`config.mk`:
```
export PLATFORM = sky130hd
export DESIGN_NAME = edge_wake_port
export DESIGN_NICKNAME = d
export VERILOG_FILES = /design/src/rtl/edge_wake_pkg.sv /design/src/rtl/ewp_sync.sv /design/src/rtl/ewp_edge.sv /design/src/rtl/ewp_pend.sv /design/src/rtl/ewp_regs.sv /design/src/rtl/edge_wake_port.sv
export SDC_FILE = /design/constraint.sdc
export NUM_CORES = 1
export LEC_CHECK = 0
export BUFFER_PORTS_ARGS = -buffer_cell sky130_fd_sc_hd__buf_4
export CORE_UTILIZATION = 40
export CTS_CLUSTER_DIAMETER = 150
export DETAILED_ROUTE_END_ITERATION = 8
export PLACE_DENSITY = 0.64
export SLEW_MARGIN = 10
export SYNTH_ARGS = -nofsm -noshare
export SYNTH_HDL_FRONTEND = slang
export SYNTH_SLANG_ARGS = --single-unit
```
`constraint.sdc`:
```
create_clock -name clk -period 2.9 [get_ports clk]
set_clock_uncertainty 0.15 [all_clocks]
set_input_delay 0.29 -clock clk [delete_from_list [all_inputs] [get_ports clk]]
set_output_delay 0.29 -clock clk [all_outputs]
set_load 0.05 [all_outputs]
```
`src/rtl/edge_wake_pkg.sv`:
```
package edge_wake_pkg;
  localparam logic [1:0] ADDR_ENABLE   = 2'd0;
  localparam logic [1:0] ADDR_POLARITY = 2'd1;
  localparam logic [1:0] ADDR_PENDING  = 2'd2;
  localparam logic [1:0] ADDR_GLOBAL   = 2'd3;
endpackage

```
`src/rtl/ewp_sync.sv`:
```
module ewp_sync #(
  parameter int W      = 8,
  parameter int STAGES = 2
) (
  input  logic         clk,
  input  logic         rst_n,
  input  logic [W-1:0] d,
  output logic [W-1:0] q
);
  logic [W-1:0] chain [STAGES];

  generate
    for (genvar s = 0; s < STAGES; s++) begin : g_stage
      if (s == 0) begin : g_first
        always_ff @(posedge clk or negedge rst_n)
          if (!rst_n) chain[s] <= '0;
          else        chain[s] <= d;
      end else begin : g_next
        always_ff @(posedge clk or negedge rst_n)
          if (!rst_n) chain[s] <= '0;
          else        chain[s] <= chain[s-1];
      end
    end
  endgenerate

  assign q = chain[STAGES-1];
endmodule

```
`src/rtl/ewp_edge.sv`:
```
module ewp_edge #(
  parameter int W      = 8,
  parameter int STAGES = 2
) (
  input  logic         clk,
  input  logic         rst_n,
  input  logic [W-1:0] cur,
  input  logic [W-1:0] falling_sel,
  output logic [W-1:0] prev,
  output logic [W-1:0] hit
);
  // Edge detection is held off until both the synchronizer and the
  // history flop hold pin samples taken after reset.
  localparam int ARM_LEN = STAGES + 1;
  logic [ARM_LEN-1:0] arm_q;
  logic [W-1:0]       prev_q;

  always_ff @(posedge clk or negedge rst_n)
    if (!rst_n) begin
      arm_q  <= '0;
      prev_q <= '0;
    end else begin
      arm_q  <= {arm_q[ARM_LEN-2:0], 1'b1};
      prev_q <= cur;
    end

  // Only a real transition counts: a polarity change alone never matches.
  generate
    for (genvar i = 0; i < W; i++) begin : g_bit
      always_comb begin
        if (falling_sel[i]) hit[i] = arm_q[ARM_LEN-1] &  prev_q[i] & ~cur[i];
        else                hit[i] = arm_q[ARM_LEN-1] & ~prev_q[i] &  cur[i];
      end
    end
  endgenerate

  assign prev = prev_q;
endmodule

```
`src/rtl/ewp_pend.sv`:
```
module ewp_pend #(
  parameter int W = 8
) (
  input  logic         clk,
  input  logic         rst_n,
  input  logic [W-1:0] hit,
  input  logic [W-1:0] clr,
  output logic [W-1:0] pend
);
  logic [W-1:0] pend_q;

  // A transition wins over a clear that arrives in the same cycle.
  always_ff @(posedge clk or negedge rst_n)
    if (!rst_n) pend_q <= '0;
    else        pend_q <= (pend_q & ~clr) | hit;

  assign pend = pend_q;
endmodule

```
`src/rtl/ewp_regs.sv`:
```
module ewp_regs
  import edge_wake_pkg::*;
#(
  parameter int W = 8
) (
  input  logic         clk,
  input  logic         rst_n,
  input  logic         wr,
  input  logic [1:0]   addr,
  input  logic [W-1:0] wdata,
  input  logic [W-1:0] pend,
  output logic [W-1:0] enable,
  output logic [W-1:0] falling_sel,
  output logic         gie,
  output logic [W-1:0] clr,
  output logic [W-1:0] rdata
);
  logic [W-1:0] en_q, pol_q;
  logic         gie_q;

  always_ff @(posedge clk or negedge rst_n)
    if (!rst_n) begin
      en_q  <= '0;
      pol_q <= '0;
      gie_q <= 1'b0;
    end else if (wr) begin
      case (addr)
        ADDR_ENABLE:   en_q  <= wdata;
        ADDR_POLARITY: pol_q <= wdata;
        ADDR_GLOBAL:   gie_q <= wdata[0];
        default: ;
      endcase
    end

  assign clr = (wr && addr == ADDR_PENDING) ? wdata : '0;

  always_comb begin
    case (addr)
      ADDR_ENABLE:   rdata = en_q;
      ADDR_POLARITY: rdata = pol_q;
      ADDR_PENDING:  rdata = pend;
      default:       rdata = {{(W-1){1'b0}}, gie_q};
    endcase
  end

  assign enable      = en_q;
  assign falling_sel = pol_q;
  assign gie         = gie_q;
endmodule

```
`src/rtl/edge_wake_port.sv`:
```
module edge_wake_port #(
  parameter int NPINS       = 8,
  parameter int SYNC_STAGES = 2
) (
  input  logic             clk,
  input  logic             rst_n,
  input  logic [NPINS-1:0] pins_i,
  input  logic             reg_wr,
  input  logic [1:0]       reg_addr,
  input  logic [NPINS-1:0] reg_wdata,
  output logic [NPINS-1:0] reg_rdata,
  output logic             irq_o,
  output logic             wake_o
);
  logic [NPINS-1:0] sync_q, prev_q, hit, pend, enable, falling_sel, clr;
  logic             gie;

  ewp_sync #(.W(NPINS), .STAGES(SYNC_STAGES)) sync_i (
    .clk(clk), .rst_n(rst_n), .d(pins_i), .q(sync_q));

  ewp_edge #(.W(NPINS), .STAGES(SYNC_STAGES)) edge_i (
    .clk(clk), .rst_n(rst_n), .cur(sync_q), .falling_sel(falling_sel),
    .prev(prev_q), .hit(hit));

  ewp_pend #(.W(NPINS)) pend_i (
    .clk(clk), .rst_n(rst_n), .hit(hit), .clr(clr), .pend(pend));

  ewp_regs #(.W(NPINS)) regs_i (
    .clk(clk), .rst_n(rst_n), .wr(reg_wr), .addr(reg_addr),
    .wdata(reg_wdata), .pend(pend), .enable(enable),
    .falling_sel(falling_sel), .gie(gie), .clr(clr), .rdata(reg_rdata));

  assign wake_o = |(pend & enable);
  assign irq_o  = gie & wake_o;
endmodule

```
==> flow_summary_export.csv <==
group,metric,value,unit
final_layout,drive_above_1_share,0.304,
critical_path,slowest_stage,"dfrtp_1",
hold_path,hold_class,"in -> reg",
sta,min_period_over_period,0.717,
critical_path,worstPathRequired,2460,ps
global_route,grt-ovfl-total,0,
critical_path,crit_family,"compound AO/OA/AOI/OAI gates",
critical_path,reg2reg_to,"pend_i.pend[6]$_DFF_PN0_",
placement,io_buffer_count,30,
hold_path,hold_depth,2,
critical_path,critPathBufInv,1,
routing,detail_route.wl_per_cell,14.5,um
cts,cts.sinks,52,
die,start_util,0.422,
hold_path,min-delay-start,"reg_wdata[6]",
critical_path,cp_max_fo,3,
routing,dr.pass1.iters,4,
global_route,antenna_found_initial,0,
global_route,grt_usage,0.162,
pwr,powerDensity,694,nW/um^2
synthesis,postSynthCellCount,148,
sta,setup_violations,0,
cts,cts_resized,0,
routing,drt-total-wl,3.74,mm
sta,holdWs,86.7,ps
critical_path,path_depth,4,
sta,slew_viol_final,0,
synthesis,synth.cell_area,2020,um^2
synthesis,yosys_warnings,0,
cts,root_buffer,"clkbuf_8",
pwr,ir_worst_vdd,0.310,mV
global_route,grt_pass1_vias,1336,
routing,routed-via-count,1316,
placement,dp_slack,1130,ps
final_layout,fin_nets,211,
cts,cts_max_path_buffers,2,
global_route,grt_max_degree,53,
cts,clk_pin_slew_worst_paths,90,ps
routing,drt-vias-per-instance,5.10,
cts,cts_tree,"yes",
critical_path,r2r_cells,3,
final_layout,antenna_cells,0,
cts,ctsHoldBuffers,9,
synthesis,ys_seq_elements,52,
die,die_area,5340,um^2
outcome,run_status,"completed",
critical_path,cp.arrival,1640,ps
critical_path,cp_cell_sequence,"a22o_1, a221oi_1, a31oi_1, buf_4",
die,dieHeight,73.1,um
die,core-area,4790,um^2
pwr,power_leakage,1.13,nW
final_layout,areaGrowthSynthToFinish,23.9,%
run,maxCapViolations,0,
sta,rsz0062_at_grt,"no",
critical_path,r2r_slack,1830,ps
routing,postRouteAntennaNets,0,
cts,cts_buffers,5,
synthesis,synth_cell_type_count,22,
cts,h-tree-depth,2,
sta,min_period,2080,ps
sta,worst_slack,821,ps
sta,finalHoldViolCount,0,
cts,worstSkewPairLatency,300,ps
routing,drt-initial-drc-count,107,
global_route,grt_pass1_wl,6.29,mm
placement,gp_congestion,0.817,
synthesis,yosysSeqAreaShare,0.644,
critical_path,crit_path_max_incr_delay,410,ps
sta,slew_headroom,0.572,
critical_path,timing.rr.start,"edge_i.prev[6]$_DFF_PN0_",
die,die_w,73.1,um
sta,tns,0,ps
sta,tightest_slew,642,ps
critical_path,critPathLaunchType,"flip-flop",
sta,fmax,481,MHz
die,num_io_pins,31,
placement,dp_hpwl,2.51,mm
synthesis,synth.avg_cell_area,13.6,um^2
cts,cts_setup_buffers,0,
hold_path,hold_end,"regs_i.falling_sel[6]$_DFFE_PN0P_",
pwr,power.total,1.74,mW
critical_path,end_kind,"output pin",
critical_path,crit_type,"reg -> out",
routing,drc,0,
die,placementRows,25,
synthesis,synth.net_count,169,
==> per-stage QoR <==
step                instance area, um^2  instances  utilization
floorplan                          2020        148            -
global placement                   2300        241        0.481
detailed placement                 2300        241        0.481
CTS                                2500        258        0.523
global route                       2500        258        0.523
finish                             2500        258        0.523
==> power breakdown <==
group,internal [mW],switching (mW),total [mW]
clock network,0.256,0.225,0.481
logic,0.162,0.201,0.362
registers,0.817,0.0752,0.892
==> how the worst max path moves through the flow <==
stage                                             from           end
final                     regs_i.enable[5]$_DFFE_PN0P_         irq_o
after global routing      regs_i.enable[5]$_DFFE_PN0P_         irq_o
after CTS                 regs_i.enable[5]$_DFFE_PN0P_         irq_o
after detailed placement  regs_i.enable[5]$_DFFE_PN0P_         irq_o
after global placement                     reg_addr[0]  reg_rdata[0]
after floorplan                            reg_addr[0]  reg_rdata[3]
==> worst register-to-register path, cell delays in order (launching register included) <==
cell and delay, ps:
dfrtp_1 390, nand2b_1 140, o22ai_1 170, a22o_1 170
==> final cells by class <==
cell class | count | area [um^2]
Sequential cell | 52 | 1300
Timing Repair Buffer | 39 | 315
Fill cell | 435 | 2280
Tap cell | 67 | 83.8
Clock buffer | 6 | 72.6
Inverter | 1 | 3.75
Multi-Input combinational cell | 91 | 689
Clock inverter | 2 | 35.0
==> kinds of logic (layout without fill, tap and decap cells) <==
family,Yosys count,in the layout,share of synthesized area
AOI/OAI and AO/OA,28,28,0.0960
and+or+nand+nor,37,37,0.101
other,1,1,0.00186
DFF,52,52,0.644
buffers and inverters,5,48,0.0142
muxes,25,25,0.143
==> metal layers <==
metal  up-vias  global-route usage  wire [um]
li1        609                   -          -
met1       655               0.203       1610
met2        44               0.255       1850
met3         8              0.0456        209
met4         0              0.0850         73
met5         -                   0          0
==> cells in the mapped netlist <==
library cell  count  area (um^2)
nor3b_4           1         18.8
mux4_1            1         26.3
a221oi_1          1         8.76
and3b_2           1         10.0
mux2i_1           7         70.1
nand3b_4          1         20.0
o22ai_1           8         50.1
buf_1             1         3.75
mux2_2           17          191
a22oi_1           2         15.0
nor2b_2           1         8.76
nand2_1          23         86.3
nand2b_1          8         50.1
nand3_1           2         10.0
a31oi_1           1         6.26
buf_2             2         10.0
dfrtp_1          52         1300
buf_6             1         11.3
inv_1             1         3.75
o21ai_0           7         35.0
a22o_1            9         78.8
conb_1            1         3.75
==> layout by cell type, fill, tap and decap left out <==
cell type / instances
dfrtp_1: 52
nand3_1: 2
conb_1: 1
o21ai_0: 7
a221oi_1: 1
a22o_1: 9
nand2_1: 23
a22oi_1: 2
clkbuf_1: 1
mux2_2: 17
nand2b_1: 8
mux4_1: 1
buf_4: 30
nor2b_2: 1
clkbuf_8: 5
nor3b_4: 1
and3b_2: 1
nand3b_4: 1
a31oi_1: 1
inv_1: 1
clkinv_2: 1
o22ai_1: 8
dlygate4sd3_1: 9
mux2i_1: 7
bufinv_16: 1
==> state kept, by name, indices dropped and copies added (netlist names) <==
register,cells
edge_i.prev,8
pend_i.pend,8
regs_i.enable,8
regs_i.falling_sel,8
sync_i.chain,8
sync_i.q,8
edge_i.arm_q,3
regs_i.gie,1
No activity file was read; power rests on OpenSTA's default activity.
